[config.mk]
export PLATFORM = sky130hd
export DESIGN_NAME = serial_port_apb
export DESIGN_NICKNAME = d
export VERILOG_FILES = /design/src/rtl/sp_pkg.sv /design/src/rtl/sp_tx.sv /design/src/rtl/sp_rx.sv /design/src/rtl/serial_port_apb.sv
export SDC_FILE = /design/constraint.sdc
export NUM_CORES = 1
export LEC_CHECK = 0
export BUFFER_PORTS_ARGS = -buffer_cell sky130_fd_sc_hd__buf_2
export CAP_MARGIN = 0
export CELL_PAD_IN_SITES_DETAIL_PLACEMENT = 0
export CELL_PAD_IN_SITES_GLOBAL_PLACEMENT = 2
export CORE_MARGIN = 5
export CORE_UTILIZATION = 37
export DETAILED_ROUTE_END_ITERATION = 8
export PLACE_DENSITY = 0.78
export REMOVE_ABC_BUFFERS = 1
export SLEW_MARGIN = 20
export SYNTH_ARGS = -nofsm -noshare
export SYNTH_HDL_FRONTEND = slang
export SYNTH_SLANG_ARGS = --single-unit
export TNS_END_PERCENT = 10
[constraint.sdc]
create_clock -name clk -period 4.4 [get_ports clk]
set_clock_uncertainty 0.15 [all_clocks]
set_input_delay 0.88 -clock clk [delete_from_list [all_inputs] [get_ports clk]]
set_output_delay 0.88 -clock clk [all_outputs]
set_load 0.01 [all_outputs]
[src/rtl/sp_pkg.sv]
// Shared constants for the serial port: register word addresses, control
// bit positions and the identification byte table.
// Assumes a 4 KiB register window addressed by 32-bit words.
package sp_pkg;
    localparam logic [9:0] A_DATA   = 10'h000;
    localparam logic [9:0] A_STAT   = 10'h001;
    localparam logic [9:0] A_CTRL   = 10'h002;
    localparam logic [9:0] A_INT    = 10'h003;
    localparam logic [9:0] A_DIV    = 10'h004;
    localparam logic [9:0] A_IDBASE = 10'h3F4;

    localparam int C_TXEN  = 0;
    localparam int C_RXEN  = 1;
    localparam int C_TXIE  = 2;
    localparam int C_RXIE  = 3;
    localparam int C_TXOIE = 4;
    localparam int C_RXOIE = 5;
    localparam int CTRL_W  = 7;

    localparam int FRAME_BITS = 10;

    // Identification byte for word index 0..11 of the ID block.
    function automatic logic [7:0] id_byte(input logic [3:0] idx);
        case (idx)
            4'd0:  id_byte = 8'h04;
            4'd4:  id_byte = 8'h21;
            4'd5:  id_byte = 8'hB8;
            4'd6:  id_byte = 8'h1B;
            4'd8:  id_byte = 8'h0D;
            4'd9:  id_byte = 8'hF0;
            4'd10: id_byte = 8'h05;
            4'd11: id_byte = 8'hB1;
            default: id_byte = 8'h00;
        endcase
    endfunction
endpackage

[src/rtl/sp_tx.sv]
// Transmit shifter: sends one 8N1 character per start pulse.
// Assumes start is only pulsed while busy is low and div >= 2.
// The divider is captured at start so a later change cannot stretch a frame.
module sp_tx #(
    parameter int DIV_W = 20
) (
    input  logic             clk,
    input  logic             rst_n,
    input  logic             start,
    input  logic [7:0]       data,
    input  logic [DIV_W-1:0] div,
    output logic             busy,
    output logic             done,
    output logic             txd
);
    import sp_pkg::*;

    logic [DIV_W-1:0] cnt;
    logic [DIV_W-1:0] div_q;
    logic [3:0]       bitn;
    logic [FRAME_BITS-1:0] shreg;
    logic             wrap;

    assign wrap = (cnt == div_q - 1'b1);
    // Last clock of the stop bit.
    assign done = busy && wrap && (bitn == 4'(FRAME_BITS - 1));
    // Line idles high; while busy, the low bit of the shifter is on the line.
    assign txd  = busy ? shreg[0] : 1'b1;

    // Frame sequencer: bit timer, bit counter and shifter.
    always_ff @(posedge clk) begin
        if (!rst_n) begin
            busy  <= 1'b0;
            cnt   <= '0;
            bitn  <= '0;
            shreg <= '1;
            div_q <= '0;
        end else if (!busy) begin
            if (start) begin
                busy  <= 1'b1;
                cnt   <= '0;
                bitn  <= '0;
                shreg <= {1'b1, data, 1'b0};
                div_q <= div;
            end
        end else if (wrap) begin
            cnt <= '0;
            if (done) begin
                busy <= 1'b0;
            end else begin
                bitn  <= bitn + 1'b1;
                shreg <= {1'b1, shreg[FRAME_BITS-1:1]};
            end
        end else begin
            cnt <= cnt + 1'b1;
        end
    end
endmodule

[src/rtl/sp_rx.sv]
// Receive sampler: synchronises the line, detects a falling edge as a start
// bit and samples each bit at its middle clock. It pulses got for one
// clock at the stop-bit sample point, but only if the stop bit reads 1.
// Assumes div >= 16 whenever en is high.
module sp_rx #(
    parameter int DIV_W = 20
) (
    input  logic             clk,
    input  logic             rst_n,
    input  logic             en,
    input  logic             rxd,
    input  logic [DIV_W-1:0] div,
    output logic             got,
    output logic [7:0]       data
);
    import sp_pkg::*;

    logic             s1, s2, prev;
    logic             busy;
    logic [DIV_W-1:0] cnt;
    logic [DIV_W-1:0] div_q;
    logic [3:0]       bitn;
    logic [7:0]       shreg;
    logic             sample, wrap, last;

    assign sample = (cnt == (div_q >> 1));
    assign wrap   = (cnt == div_q - 1'b1);
    assign last   = busy && sample && (bitn == 4'(FRAME_BITS - 1));
    assign got    = last && s2;
    assign data   = shreg;

    // Two-stage synchroniser plus an edge-history flop; all reset to idle high.
    always_ff @(posedge clk) begin
        if (!rst_n) begin
            s1   <= 1'b1;
            s2   <= 1'b1;
            prev <= 1'b1;
        end else begin
            s1   <= rxd;
            s2   <= s1;
            prev <= s2;
        end
    end

    // Frame sequencer: start detection, bit timer and data shifter.
    always_ff @(posedge clk) begin
        if (!rst_n) begin
            busy  <= 1'b0;
            cnt   <= '0;
            bitn  <= '0;
            shreg <= '0;
            div_q <= '0;
        end else if (!busy) begin
            if (en && prev && !s2) begin
                busy  <= 1'b1;
                cnt   <= '0;
                bitn  <= '0;
                div_q <= div;
            end
        end else if (last) begin
            busy <= 1'b0;
        end else begin
            if (sample && bitn != 4'd0)
                shreg <= {s2, shreg[7:1]};
            if (wrap) begin
                cnt  <= '0;
                bitn <= bitn + 1'b1;
            end else begin
                cnt <= cnt + 1'b1;
            end
        end
    end
endmodule

[src/rtl/serial_port_apb.sv]
// APB serial port: register file, status and interrupt logic around one
// transmit shifter and one receive sampler. Holds one byte per direction.
// Assumes zero-wait-state APB (access completes in the penable cycle) and
// DIV_W <= 32.
module serial_port_apb
    import sp_pkg::*;
#(
    parameter int unsigned CLK_HZ = 125_000_000,
    parameter int          DIV_W  = 20
) (
    input  logic        clk,
    input  logic        rst_n,
    input  logic        psel,
    input  logic        penable,
    input  logic        pwrite,
    input  logic [11:0] paddr,
    input  logic [31:0] pwdata,
    output logic [31:0] prdata,
    input  logic        rxd,
    output logic        txd,
    output logic        irq_tx,
    output logic        irq_rx,
    output logic        irq_txovr,
    output logic        irq_rxovr,
    output logic        irq_any
);
    localparam int unsigned DIV_MIN = 16;

    logic [CTRL_W-1:0] ctrl;
    logic [DIV_W-1:0]  div_q;
    logic [7:0]        tx_buf, rx_buf;
    logic              tx_full, rx_full, tx_ovr, rx_ovr;
    logic              itx_q, irx_q;

    logic [9:0]  waddr;
    logic        acc_wr, acc_rd;
    logic        wr_data, wr_stat, wr_ctrl, wr_int, wr_div, rd_data;
    logic        clr_txovr, clr_rxovr;
    logic        div_ok, tx_start, tx_busy, tx_done;
    logic        rx_got, rx_commit;
    logic [7:0]  rx_byte;
    logic        unused_bits;

    assign unused_bits = ^{pwdata[31:DIV_W], paddr[1:0]};

    assign waddr   = paddr[11:2];
    assign acc_wr  = psel && penable && pwrite;
    assign acc_rd  = psel && penable && !pwrite;
    assign wr_data = acc_wr && waddr == A_DATA;
    assign wr_stat = acc_wr && waddr == A_STAT;
    assign wr_ctrl = acc_wr && waddr == A_CTRL;
    assign wr_int  = acc_wr && waddr == A_INT;
    assign wr_div  = acc_wr && waddr == A_DIV;
    assign rd_data = acc_rd && waddr == A_DATA;

    // Overrun flags can be cleared from either the status or interrupt word.
    assign clr_txovr = (wr_stat || wr_int) && pwdata[2];
    assign clr_rxovr = (wr_stat || wr_int) && pwdata[3];

    assign div_ok    = (32'(div_q) >= DIV_MIN) && (32'(div_q) <= CLK_HZ);
    assign tx_start  = ctrl[C_TXEN] && tx_full && !tx_busy && div_ok;
    assign rx_commit = rx_got && ctrl[C_RXEN];

    sp_tx #(.DIV_W(DIV_W)) u_tx (
        .clk   (clk),
        .rst_n (rst_n),
        .start (tx_start),
        .data  (tx_buf),
        .div   (div_q),
        .busy  (tx_busy),
        .done  (tx_done),
        .txd   (txd)
    );

    sp_rx #(.DIV_W(DIV_W)) u_rx (
        .clk   (clk),
        .rst_n (rst_n),
        .en    (div_ok),
        .rxd   (rxd),
        .div   (div_q),
        .got   (rx_got),
        .data  (rx_byte)
    );

    // Configuration registers: control and divider.
    always_ff @(posedge clk) begin
        if (!rst_n) begin
            ctrl  <= '0;
            div_q <= '0;
        end else begin
            if (wr_ctrl) ctrl  <= pwdata[CTRL_W-1:0];
            if (wr_div)  div_q <= pwdata[DIV_W-1:0];
        end
    end

    // Transmit holding byte, full flag and sticky overrun.
    always_ff @(posedge clk) begin
        if (!rst_n) begin
            tx_buf  <= '0;
            tx_full <= 1'b0;
            tx_ovr  <= 1'b0;
        end else begin
            if (tx_done)
                tx_full <= 1'b0;
            if (wr_data && !tx_full) begin
                tx_buf  <= pwdata[7:0];
                tx_full <= 1'b1;
            end
            if (wr_data && tx_full)
                tx_ovr <= 1'b1;
            else if (clr_txovr)
                tx_ovr <= 1'b0;
        end
    end

    // Receive holding byte, full flag and sticky overrun.
    always_ff @(posedge clk) begin
        if (!rst_n) begin
            rx_buf  <= '0;
            rx_full <= 1'b0;
            rx_ovr  <= 1'b0;
        end else begin
            if (rx_commit && !rx_full) begin
                rx_buf  <= rx_byte;
                rx_full <= 1'b1;
            end else if (rd_data) begin
                rx_full <= 1'b0;
            end
            if (rx_commit && rx_full)
                rx_ovr <= 1'b1;
            else if (clr_rxovr)
                rx_ovr <= 1'b0;
        end
    end

    // Latched done interrupts; setting wins over a same-cycle clear.
    always_ff @(posedge clk) begin
        if (!rst_n) begin
            itx_q <= 1'b0;
            irx_q <= 1'b0;
        end else begin
            if (tx_done && ctrl[C_TXIE])
                itx_q <= 1'b1;
            else if (wr_int && pwdata[0])
                itx_q <= 1'b0;
            if (rx_commit && !rx_full && ctrl[C_RXIE])
                irx_q <= 1'b1;
            else if (wr_int && pwdata[1])
                irx_q <= 1'b0;
        end
    end

    // Interrupt outputs: overrun lines are live, not latched.
    always_comb begin
        irq_tx    = itx_q;
        irq_rx    = irx_q;
        irq_txovr = tx_ovr && ctrl[C_TXOIE];
        irq_rxovr = rx_ovr && ctrl[C_RXOIE];
        irq_any   = irq_tx || irq_rx || irq_txovr || irq_rxovr;
    end

    // Read data multiplexer.
    always_comb begin
        prdata = '0;
        if (waddr >= A_IDBASE) begin
            prdata[7:0] = id_byte(4'(waddr - A_IDBASE));
        end else begin
            case (waddr)
                A_DATA: prdata[7:0]        = rx_buf;
                A_STAT: prdata[3:0]        = {rx_ovr, tx_ovr, rx_full, tx_full};
                A_CTRL: prdata[CTRL_W-1:0] = ctrl;
                A_INT:  prdata[3:0]        = {irq_rxovr, irq_txovr, irq_rx, irq_tx};
                A_DIV:  prdata[DIV_W-1:0]  = div_q;
                default: prdata = '0;
            endcase
        end
    end
endmodule

==> impl_metrics.ini <==
[global_route]
grt_overflow_total = 0
grt_max_degree = 73
grt_pass1_vias = 7138
grt_pass1_wl_um = 38700
antenna_found_initial = 0
grt_usage_pct = 16.8

[route]
wire_per_inst_um = 16.7
drtPass1Iterations = 5
antenna_left = 0
drc = 0
viasPerCell = 5.26
first_iter_violations = 427
via_count = 7436
totalWireLength_um = 23600

[place]
portBuffers = 61
placed_area_um2 = 9570
placed_cells = 1383
dp_hpwl_um = 16900
globalplace.congestion = 0.825
dpl_worst_slack_ns = 0.624

[timing]
finalSetupTns_ns = 0
setup_slack_ns = 0.568
setup_violations = 0
period_minus_slack_ns = 3.83
max_freq_mhz = 261
hold_viol = 0
maxSlewViolCount = 0
worst_slew_pin_slew_ns = 0.915
fin_crit_sh_pct = 87.1
relSlewSlack_pct = 39.0
timing.hold.ws_ns = 0.259
rsz0062_at_grt = false

[cts]
cts_tree = done
cts_inserted_buffers = 17
clkTransAtPathRegs_ns = 0.07
cts-root-buf = clkbuf_16
clock_path_buffers = 2
cts_hold_buf = 0
cts_resized = 0
post-cts-setup-buffers = 0
clk_latency_ns = 0.42
htree_levels = 4
cts.sinks = 159

[power]
combinationalPowerShare_pct = 3.0
cell_internal_pwr_mw = 2.37
pwr-share-seq_pct = 47.3
pwr-share-clk_pct = 49.7
finalPower_mw = 3.05
p_leak_nw = 3.89
p_switching_mw = 0.682
power_density_nw_per_um2 = 300
switching_share_pct = 22.4
ir_drop_mv = 0.204

[cells_and_area]
finalNonFillerCells = 1413
num_antenna_cells = 0
nets = 1145
syn_to_final_growth_pct = 11.2
design_area_um2 = 10200
final_cell_mix = dfxtp_1 (159), nand2_1 (103), nor2b_1 (77)
layout-drive-gt1-share_pct = 11.3
final_util_pct = 41.8
fill_cells = 2493
final_common_cell = dfxtp_1

[yosys]
syn_area_per_cell_um2 = 8.59
synth-seq-area-share_pct = 34.8
syn-cell-area_um2 = 9140
postSynthRegisterBits = 159
ys.flop_type = dfxtp_1
ys_types = 70
synthArstFlopShare_pct = 0
synth_top_cell_area_share_pct = 34.8
syn_inst = 1064
ys_top_cells_by_area = dfxtp_1 (35%), mux2i_1 (8.1%), nor2b_1 (5.3%)
yosysTopAreaCell = dfxtp_1
ys_warn_count = 0
synth_edf_count = 0

[critical_path]
critical_path_class = flip-flop to flip-flop
setup.worst_path.start_class = flip-flop
worst_ep_required_time_ns = 4.56
cp-end-kind = flip-flop
arrival_ns = 3.99
cp_max_fo = 31

[floorplan]
die_w_um = 167
fp.dieArea_um2 = 27900
io_pins = 88
initial_utilization_pct = 37.6
num_rows = 57
die_h_um = 167
coreArea_um2 = 24300

[run]
maxCapViolCount = 0

[min_path]
hold_class = flip-flop to flip-flop

[run_status]
outcome = finished clean
## cell usage after synthesis (4+ instances only)
master,instances
nor2b_1,77
nand4b_1,7
o21ai_0,21
a21boi_0,28
nor3_2,4
and2_1,25
or3_1,8
inv_1,25
xnor2_1,45
a21oi_1,19
dfxtp_1,159
and4_1,7
a222oi_1,4
buf_4,13
xor2_1,45
buf_2,4
a22oi_1,11
a221o_1,4
nor3b_1,9
mux2i_1,74
nand3b_1,14
o211ai_1,4
nand2_1,103
a31oi_1,35
or4_1,8
and3_1,23
ha_1,17
a32o_1,6
nor2_1,56
nand2b_1,4
nand4_1,20
nand3_1,26
nor4_1,15
nor3_1,18
clkbuf_1,65
## layout make-up
class	instances	area, µm²	share of cell area (%)
multi-input cells	803	5500	54.1
flip-flops and latches	159	3180	31.3
clock buffers	18	429	4.22
repair buffers	72	390	3.84
well taps	324	405	3.99
inverters	25	93.8	0.923
clock inverters	12	161	1.59
## power by group through the flow
stage | clock network (mW) | logic [mW] | registers (mW)
global placement | 0 | 0.0930 | 1.47
detailed placement | 0 | 0.0930 | 1.47
global route | 1.62 | 0.103 | 1.44
finish | 1.51 | 0.0929 | 1.44
floorplan | 0 | 0.0409 | 1.47
CTS | 1.56 | 0.0931 | 1.44
## sequential cells by signal, summed over array words and instances, names as in the netlist, 4 cells and up
name        flops
div_q          20
u_rx.cnt       20
u_tx.cnt       20
ctrl            7
tx_buf          8
u_tx.shreg      9
u_tx.bitn       4
u_rx.data       8
u_tx.div_q     20
rx_buf          8
u_rx.bitn       4
u_rx.div_q     20
## path summary, 6_finish.rpt
kind	startpoint	slack [ns]	end	depth (start not counted)
setup reg to reg	u_tx.div_q[0]$_SDFFE_PN0P_	0.57	u_tx.cnt[2]$_SDFFE_PN0P_	11
setup / recovery	u_tx.div_q[0]$_SDFFE_PN0P_	0.57	u_tx.cnt[2]$_SDFFE_PN0P_	11
hold / removal	u_rx.s1$_SDFF_PN1_	0.26	u_rx.s2$_SDFF_PN1_	1
hold reg to reg	u_rx.s1$_SDFF_PN1_	0.26	u_rx.s2$_SDFF_PN1_	1
## cell families after synthesis
| family | Yosys count | synth area share (%) |
|---|---|---|
| compound gates | 168 | 13.1 |
| buf+inv | 113 | 5.48 |
| simple gates | 439 | 27.0 |
| xor+xnor | 91 | 8.87 |
| mux | 76 | 8.35 |
| fa+ha+maj | 17 | 2.33 |
| other cells | 1 | 0.0410 |
| flops | 159 | 34.8 |
## metal layers
layer  wire, µm  share of wire [%]  track usage, %  vias to the layer above
li1           -                  -               -                     3761
met2      10400                 44            25.9                      159
met3        875                3.7            2.55                       16
met1      12100                 51            24.6                     3500
met4        248                1.0            4.30                        0
met5          0                  0               0                        -
## critical path, cell delays in order (launching register included)
cell and delay [ns]:
dfxtp_1 0.38, inv_1 0.09, ha_1 0.31, nor4b_4 0.51, nand4_1 0.18, or3_1 0.38
a222oi_1 0.34, nand4_1 0.29, or3_1 0.50, buf_4 0.28, a41oi_1 0.25, nor2_1 0.07
Note: power is estimated with default switching activity, not from simulation.
